**config.mk**
```make
export PLATFORM = sky130hd
export DESIGN_NAME = rh_port_status
export DESIGN_NICKNAME = d
export VERILOG_FILES = /design/src/rtl/rh_port_pkg.sv /design/src/rtl/rh_write_hold.sv /design/src/rtl/rh_change_flags.sv /design/src/rtl/rh_port_status.sv
export SDC_FILE = /design/constraint.sdc
export NUM_CORES = 1
export LEC_CHECK = 0
export BUFFER_PORTS_ARGS = -buffer_cell sky130_fd_sc_hd__buf_2
export CAP_MARGIN = 30
export CORE_UTILIZATION = 43
export DETAILED_ROUTE_END_ITERATION = 12
export GPL_TIMING_DRIVEN = 0
export PLACE_DENSITY = 0.88
export SYNTH_ARGS = -nofsm -noshare
export SYNTH_HDL_FRONTEND = slang
export SYNTH_SLANG_ARGS = --single-unit
```
**constraint.sdc**
```tcl
create_clock -name clk -period 2.3 [get_ports clk]
set_clock_uncertainty 0.15 [all_clocks]
set_input_delay 0.23 -clock clk [delete_from_list [all_inputs] [get_ports clk]]
set_output_delay 0.23 -clock clk [all_outputs]
set_load 0.02 [all_outputs]
```
**src/rtl/rh_port_pkg.sv**
```systemverilog
package rh_port_pkg;
  localparam int REG_W      = 32;
  localparam int NUM_FLAGS  = 5;
  localparam int FLAG_BASE  = 16;
  // status bit positions
  localparam int B_CONN  = 0;
  localparam int B_EN    = 1;
  localparam int B_SUSP  = 2;
  localparam int B_OC    = 3;
  localparam int B_RST   = 4;
  localparam int B_PWR   = 8;
  localparam int B_LS    = 9;
  // change flag indices (bit = FLAG_BASE + index)
  localparam int F_CONN  = 0;
  localparam int F_EN    = 1;
  localparam int F_SUSP  = 2;
  localparam int F_OC    = 3;
  localparam int F_RST   = 4;
endpackage

```
**src/rtl/rh_write_hold.sv**
```systemverilog
module rh_write_hold #(
  parameter int W = 32
) (
  input  logic         clk,
  input  logic         rst,
  input  logic         busy,
  input  logic         wr_en,
  input  logic [W-1:0] wr_data,
  output logic         apply,
  output logic [W-1:0] apply_data
);
  logic         pend_v;
  logic [W-1:0] pend_d;

  always_ff @(posedge clk) begin
    if (rst) begin
      pend_v <= 1'b0;
      pend_d <= '0;
    end else if (busy) begin
      if (wr_en) begin
        pend_v <= 1'b1;
        pend_d <= wr_data;
      end
    end else begin
      pend_v <= 1'b0;
    end
  end

  always_comb begin
    apply      = !busy && (wr_en || pend_v);
    apply_data = wr_en ? wr_data : pend_d;
  end

  // a write during a busy cycle is parked for a later edge
  assert_write_parked_R11: assert property (@(posedge clk) disable iff (rst)
    (busy && wr_en) |=> pend_v);
  // nothing remains parked after an idle edge
  assert_park_drained_R11: assert property (@(posedge clk) disable iff (rst)
    !busy |=> !pend_v);
endmodule

```
**src/rtl/rh_change_flags.sv**
```systemverilog
module rh_change_flags #(
  parameter int N = 5
) (
  input  logic         clk,
  input  logic         rst,
  input  logic [N-1:0] set_v,
  input  logic [N-1:0] clr_v,
  output logic [N-1:0] flags
);
  for (genvar i = 0; i < N; i++) begin : g_flag
    always_ff @(posedge clk) begin
      if (rst)           flags[i] <= 1'b0;
      else if (set_v[i]) flags[i] <= 1'b1;
      else if (clr_v[i]) flags[i] <= 1'b0;
    end

    // a hardware set is never lost to a same-edge clear
    assert_set_wins_R10: assert property (@(posedge clk) disable iff (rst)
      set_v[i] |=> flags[i]);
  end
endmodule

```
**src/rtl/rh_port_status.sv**
```systemverilog
module rh_port_status
  import rh_port_pkg::*;
(
  input  logic             clk,
  input  logic             rst,
  input  logic             wr_en,
  input  logic [REG_W-1:0] wr_data,
  output logic [REG_W-1:0] rd_data,
  input  logic             busy,
  input  logic             cfg_fixed_dev,
  input  logic             ev_attach,
  input  logic             ev_detach,
  input  logic             ev_babble,
  input  logic             ev_reset_done,
  input  logic             ev_resume_done,
  input  logic             oc_level,
  input  logic             port_powered,
  input  logic             port_suspended,
  input  logic             port_in_reset,
  input  logic             ls_device
);
  logic             apply;
  logic [REG_W-1:0] wd;
  logic             conn_q, en_q, fixed_q;
  logic             susp_q, oc_q, rstp_q, pwr_q, ls_q;
  logic             eff_conn, conn_n, req_en, req_dis, hw_kill, auto_en;
  logic [NUM_FLAGS-1:0] f_set, f_clr, flags;

  rh_write_hold #(.W(REG_W)) u_hold (
    .clk(clk), .rst(rst), .busy(busy), .wr_en(wr_en), .wr_data(wr_data),
    .apply(apply), .apply_data(wd)
  );

  always_comb begin
    eff_conn = conn_q || fixed_q;
    conn_n   = ev_detach ? 1'b0 : (ev_attach ? 1'b1 : conn_q);
    req_dis  = apply && wd[B_CONN];
    req_en   = apply && wd[B_EN];
    auto_en  = ev_reset_done || ev_resume_done;
    hw_kill  = ev_detach || oc_level || !port_powered || ev_babble;

    f_set         = '0;
    f_set[F_CONN] = (conn_n != conn_q) || (req_en && !eff_conn);
    f_set[F_EN]   = hw_kill && en_q;
    f_set[F_SUSP] = ev_resume_done;
    f_set[F_OC]   = oc_level != oc_q;
    f_set[F_RST]  = ev_reset_done;
    f_clr = apply ? wd[FLAG_BASE +: NUM_FLAGS] : '0;
  end

  rh_change_flags #(.N(NUM_FLAGS)) u_flags (
    .clk(clk), .rst(rst), .set_v(f_set), .clr_v(f_clr), .flags(flags)
  );

  always_ff @(posedge clk) begin
    if (rst) begin
      conn_q  <= 1'b0;
      en_q    <= 1'b0;
      fixed_q <= 1'b0;
      susp_q  <= 1'b0;
      oc_q    <= 1'b0;
      rstp_q  <= 1'b0;
      pwr_q   <= 1'b0;
      ls_q    <= 1'b0;
    end else begin
      conn_q  <= conn_n;
      fixed_q <= cfg_fixed_dev;
      susp_q  <= port_suspended;
      oc_q    <= oc_level;
      rstp_q  <= port_in_reset;
      pwr_q   <= port_powered;
      ls_q    <= ls_device;
      if (hw_kill || req_dis)                  en_q <= 1'b0;
      else if ((req_en || auto_en) && eff_conn) en_q <= 1'b1;
    end
  end

  always_comb begin
    rd_data         = '0;
    rd_data[B_CONN] = eff_conn;
    rd_data[B_EN]   = en_q;
    rd_data[B_SUSP] = susp_q;
    rd_data[B_OC]   = oc_q;
    rd_data[B_RST]  = rstp_q;
    rd_data[B_PWR]  = pwr_q;
    rd_data[B_LS]   = ls_q;
    rd_data[FLAG_BASE +: NUM_FLAGS] = flags;
  end

  // enable only rises while the port counts as connected
  assert_enable_needs_conn_R5: assert property (@(posedge clk) disable iff (rst)
    $rose(en_q) |-> $past(eff_conn));
  // a disable condition leaves enable low after the edge
  assert_hw_kill_R6: assert property (@(posedge clk) disable iff (rst)
    hw_kill |=> !en_q);
endmodule

```
==> results.json, run 1 <==
{
  "p_leak_nw": 0.719,
  "post-cts-setup-buffers": 0,
  "cts_buffers": 3,
  "timing_worst_setup_path_type": "reg2out",
  "cts_tree": "done",
  "hold_class": "in2reg",
  "grt_pass1_wl_um": 3070,
  "rr_startpoint": "conn_q",
  "firstDrtPassIters": 4,
  "regMostFlops": "u_hold.pend_d",
  "synthTopCellsByCount": "31 x buf_4, 21 x dfxtp_1, 19 x nand2_1",
  "syn_inst": 132,
  "largest_reg_flops": 7,
  "whs_ns": -0.00170,
  "h-tree-depth": 1,
  "synth_top_area_share_pct": 38.3,
  "clk_latency_ns": 0.30,
  "setup-tns-final_ns": 0,
  "initial_core_util_pct": 47.4,
  "port_buffers": 32,
  "fmaxAchievable_mhz": 626,
  "crit_required_ns": 1.92,
  "synth_cell_type_count": 28,
  "clk_pin_slew_ns": 0.11,
  "rrSetupSlack_ns": 1.14,
  "rows": 17,
  "drc_errors": 0,
  "reg2reg_depth": 3,
  "min_period_ns": 1.60,
  "grt_max_degree": 12,
  "antenna_found_initial": 0,
  "drv_slew": 0,
  "synth.most_common_cell": "buf_4",
  "dieWidth_um": 52.5,
  "maxCapViolCount": 0,
  "violations": "negative hold slack",
  "setup_viol": 0,
  "synth_edf_count": 0,
  "die_h_um": 52.5,
  "yosysSeqAreaShare_pct": 38.3,
  "totalWireLength_um": 2010,
  "holdPathEnd": "fixed_q",
  "antenna_left": 0,
  "gp_congestion": 0.675,
  "fin_ws_ns": 0.704,
  "syn_area_um2": 1100,
  "min_delay_path_depth": 2,
  "avgSynthCellArea_um2": 8.32,
  "antenna_cells": 0,
  "synth.yosys.warnings": 0,
  "synth_top_area_cell": "dfxtp_1",
  "reg_top3": "u_hold.pend_d: 7 flops, u_flags.flags: 5 flops",
  "core_area_um2": 2320,
  "via_count": 958,
  "status": "complete, but fails checks",
  "path_max_fanout": 5,
  "cp.arrival_ns": 1.22,
  "final_hold_viol_count": 1,
  "synth_area_leaders": "dfxtp_1 38%, buf_4 21%, nand2_1 6.5%",
  "clockRootBuffer": "clkbuf_4",
  "rsz0062_at_grt": "no",
  "post-route-period-util_pct": 69.4,
  "overflow": 0,
  "ys_seq_elements": 21,
  "place_hpwl_um": 1580,
  "cts.sinks": 21,
  "fill_cells": 215,
  "vias_per_cell": 4.37,
  "place_ws_ns": 1.04,
  "p_per_area_nw_per_um2": 524,
  "worstSetupEndpointType": "primary output",
  "ir_drop_v": 0.000280,
  "hp-start": "cfg_fixed_dev",
  "grt_pass1_vias": 742,
  "ios": 79,
  "ys.flop_type": "dfxtp_1",
  "total_power_w": 0.000750,
  "cts_buffer_depth": 2,
  "layout.nets": 239,
  "start_kind": "flop",
  "rr_endpoint": "en_q",
  "synth-async-reset-ratio_pct": 0,
  "first_iter_violations": 15,
  "wl_per_cell_um": 9.17,
  "drive_above_1_share_pct": 38.2,
  "grt_usage_pct": 14.6,
  "area_delta_synth_final_pct": 30.3,
  "dieArea_um2": 2760
}
==> power breakdown <==
part / internal [W] / total, W / leakage, nW / switching [W]
Clock: 0.0000676 / 0.000175 / 0.0150 / 0.000108
Combinational: 0.0000827 / 0.000183 / 0.531 / 0.000100
Sequential: 0.000383 / 0.000392 / 0.173 / 0.00000868
==> per-stage QoR <==
stage | util (%) | std cells | instance area (um^2)
floorplan | - | 151 | 1170
global placement | 58.9 | 211 | 1370
detailed placement | 58.9 | 211 | 1370
CTS | 61.3 | 218 | 1420
global route | 61.7 | 219 | 1430
finish | 61.7 | 219 | 1430
==> timing repair <==
item | in CTS | in global routing
hold endpoints to repair | 3 | 1
hold buffers | 3 | 1
endpoints found under the setup margin | 0 | 0
resized for setup | 0 | 0
==> cell families after synthesis <==
| logic type | Yosys count | share of synthesized area, % |
|---|---|---|
| other cells | 1 | 0.341 |
| simple gates | 47 | 21.0 |
| xor+xnor | 1 | 0.797 |
| compound gates | 26 | 16.4 |
| flops | 21 | 38.3 |
| buf+inv | 36 | 23.2 |
==> worst max path at each step <==
stage / end / startpoint
after global placement: rd_data[0] / conn_q
final: rd_data[0] / conn_q
after detailed placement: rd_data[0] / conn_q
after floorplan: rd_data[0] / conn_q
after CTS: rd_data[0] / conn_q
after global routing: rd_data[0] / conn_q
==> final cells by class <==
class / count / area (um^2) / area share, %
multi-input combinational: 94 / 494 / 34.5
buffer: 34 / 248 / 17.3
sequential: 21 / 420 / 29.4
inverter: 2 / 7.51 / 0.524
clock buffer: 4 / 26.3 / 1.84
tap: 28 / 35.0 / 2.45
timing repair buffer: 36 / 200 / 14.0
==> cells in the final DEF, fill, tap and decap left out <==
cell type      netlist  layout
buf_2                3      35
o21a_1               1       1
a211oi_1             2       2
buf_4               31      31
o211a_1              1       1
clkbuf_4             0       3
o41ai_1              1       1
o2111ai_2            1       1
conb_1               1      20
nor2b_1              5       5
o21ai_0              4       4
dfxtp_1             21      21
a21oi_1             11      11
nor2_1               7       7
nand3_1              7       7
o221ai_2             1       1
inv_1                2       2
or2_2                1       1
nand2_1             19      19
nand3b_1             3       3
xor2_1               1       1
nand4bb_1            1       1
a21o_1               1       1
dlygate4sd3_1        0       4
o211ai_1             1       1
or3_1                1       1
clkbuf_1             0       1
nor3b_1              2       2
nor3_1               1       1
o22ai_1              1       1
a211oi_2             1       1
==> metal layers <==
layer | share of wire [%] | vias to the layer above | GRT usage (%) | routed length (um)
li1 | - | 513 | - | -
met1 | 46 | 402 | 18.4 | 915
met2 | 47 | 41 | 25.9 | 945
met3 | 6.7 | 2 | 1.74 | 134
met4 | 0.65 | 0 | 3.95 | 13
met5 | 0 | - | 0 | 0
==> critical path, cell delays in order (launching register included) <==
cell and delay (ns):
dfxtp_1 0.35, or2_2 0.29, buf_4 0.13, buf_2 0.14
(Power assumes the default switching activity.)
==> inputs of run 2 (changes only) <==
--- a/config.mk
+++ b/config.mk
@@ -7,10 +7,10 @@
 export LEC_CHECK = 0
 export BUFFER_PORTS_ARGS = -buffer_cell sky130_fd_sc_hd__buf_2
 export CAP_MARGIN = 30
-export CORE_UTILIZATION = 43
+export CORE_UTILIZATION = 40
 export DETAILED_ROUTE_END_ITERATION = 12
 export GPL_TIMING_DRIVEN = 0
-export PLACE_DENSITY = 0.88
+export PLACE_DENSITY = 0.83
 export SYNTH_ARGS = -nofsm -noshare
 export SYNTH_HDL_FRONTEND = slang
 export SYNTH_SLANG_ARGS = --single-unit
==> constraint.sdc (replaced) <==
create_clock -name clk -period 1.6 [get_ports clk]
set_clock_uncertainty 0.15 [all_clocks]
set_input_delay 0.16 -clock clk [delete_from_list [all_inputs] [get_ports clk]]
set_output_delay 0.16 -clock clk [all_outputs]
set_load 0.02 [all_outputs]
==> run 2 against run 1 <==
Non-clock buffer count grew 12. Largest power group unchanged. Sequential share of layout area shrank 2.3 points. The flow now finishes without violations. Design area grew 8.6%. Critical endpoint unchanged. Total power grew 47%. Register-to-register slack lost 0.69 ns. Worst hold slack gained 0.020 ns. Routed wire length grew 14%.
==> results.json, run 2 (same netlist as run 1, synthesis figures left out) <==
{
  "p_per_area_nw_per_um2": 708,
  "cts_tree": "done",
  "setup_viol": 0,
  "rsz0062_at_grt": "no",
  "min_period_ns": 1.52,
  "hold_class": "in2reg",
  "core_area_um2": 2540,
  "overflow": 0,
  "port_buffers": 32,
  "grt_pass1_wl_um": 3510,
  "cts.sinks": 21,
  "clockRootBuffer": "clkbuf_4",
  "place_hpwl_um": 1610,
  "gp_congestion": 0.692,
  "fill_cells": 231,
  "reg2reg_depth": 4,
  "dieArea_um2": 2960,
  "area_delta_synth_final_pct": 41.5,
  "p_leak_nw": 0.770,
  "grt_pass1_vias": 840,
  "totalWireLength_um": 2290,
  "worstSetupEndpointType": "primary output",
  "initial_core_util_pct": 43.2,
  "path_max_fanout": 5,
  "final_hold_viol_count": 0,
  "wl_per_cell_um": 9.85,
  "post-route-period-util_pct": 94.9,
  "timing_worst_setup_path_type": "reg2out",
  "most-common-layout-cells": "35 x buf_2, 31 x buf_4, 21 x dfxtp_1",
  "drv_slew": 0,
  "crit_required_ns": 1.29,
  "drive_above_1_share_pct": 36.0,
  "cp.arrival_ns": 1.21,
  "status": "finished clean",
  "setup.worst_path.start": "conn_q",
  "drc_errors": 0,
  "start_kind": "flop",
  "postLayoutCellArea_um2": 1550,
  "largest_reg_flops": 7,
  "regMostFlops": "u_hold.pend_d",
  "rr_endpoint": "en_q",
  "reg_top3": "u_hold.pend_d: 7 flops, u_flags.flags: 5 flops",
  "final_common_cell": "buf_2",
  "dieWidth_um": 54.4,
  "post-cts-setup-buffers": 0,
  "grt_usage_pct": 16.6,
  "rr_startpoint": "u_hold.pend_v",
  "first_iter_violations": 15,
  "setup-tns-final_ns": 0,
  "antenna_cells": 0,
  "clk_pin_slew_ns": 0.10,
  "grt_max_degree": 12,
  "die_h_um": 54.4,
  "fmaxAchievable_mhz": 658,
  "h-tree-depth": 1,
  "ios": 79,
  "rrSetupSlack_ns": 0.45,
  "rows": 18,
  "clk_latency_ns": 0.30,
  "placed_area_um2": 1370,
  "antenna_found_initial": 0,
  "cts_buffer_depth": 2,
  "maxCapViolCount": 0,
  "cts_buffers": 3,
  "layout.nets": 251,
  "antenna_left": 0,
  "vias_per_cell": 4.38,
  "via_count": 1021,
  "firstDrtPassIters": 4,
  "ir_drop_v": 0.000478,
  "critPathCapture": "rd_data[0]"
}
run 2: cell types whose count changed in the layout (fill, tap and decap cells not counted):
cell	delta
dlygate4sd3_1	+12
run 2: where the power goes:
part	switching (W)	total (W)	internal, W
combinational	0.000151	0.000289	0.000138
sequential	0.0000133	0.000564	0.000551
clock	0.000149	0.000246	0.0000971
total	0.000314	0.00110	0.000786
run 2: worst min-delay path by stage:
stage                  start      to  slack [ns]  depth (start not counted)
4_1_cts             oc_level    oc_q       0.005                          2
3_3_place_gp   port_in_reset  rstp_q        0.22                          2
5_1_grt            ev_detach  conn_q        0.02                          3
6_report           ev_detach  conn_q        0.02                          3
2_1_floorplan      ev_attach  conn_q        0.12                          1
3_5_place_dp       ev_attach  conn_q        0.23                          2
run 2: critical path, cell delays in order (launching register included):
cell,delay (ns)
dfxtp_1,0.35
or2_2,0.29
buf_4,0.13
buf_2,0.14
run 2: cell type report:
class / count / area (um^2) / area share [%]
inverter: 2 / 7.51 / 0.483
clock buffer: 4 / 26.3 / 1.69
sequential: 21 / 420 / 27.1
buffer: 34 / 248 / 15.9
timing repair buffer: 48 / 320 / 20.6
tap: 30 / 37.5 / 2.42
multi-input combinational: 94 / 494 / 31.8
run 2: routing by layer:
metal | vias to the layer above | GRT usage, % | part of all wire (%)
met5 | - | 0 | 0
met4 | 0 | 6.41 | 1.1
met3 | 5 | 2.50 | 6.6
met2 | 42 | 31.3 | 51
met1 | 436 | 18.4 | 41
li1 | 538 | - | -
run 2: repair_timing:
| item | in CTS | in global routing |
|---|---|---|
| endpoints found under the hold margin | 16 | 1 |
| hold buffers | 15 | 1 |
| gates resized for setup | 0 | 0 |
run 2: per-stage QoR:
stage               hold slack (ns)  power (W)  std cells  util (%)  setup WS (ns)
floorplan                     0.120   0.000766        151         -          0.499
global placement              0.220   0.000829        213      53.7          0.414
detailed placement            0.230   0.000831        213      53.7          0.408
CTS                         0.00452    0.00110        232      60.7         0.0707
global route                 0.0194    0.00117        233      61.1         0.0245
finish                       0.0186    0.00110        233      61.1         0.0813
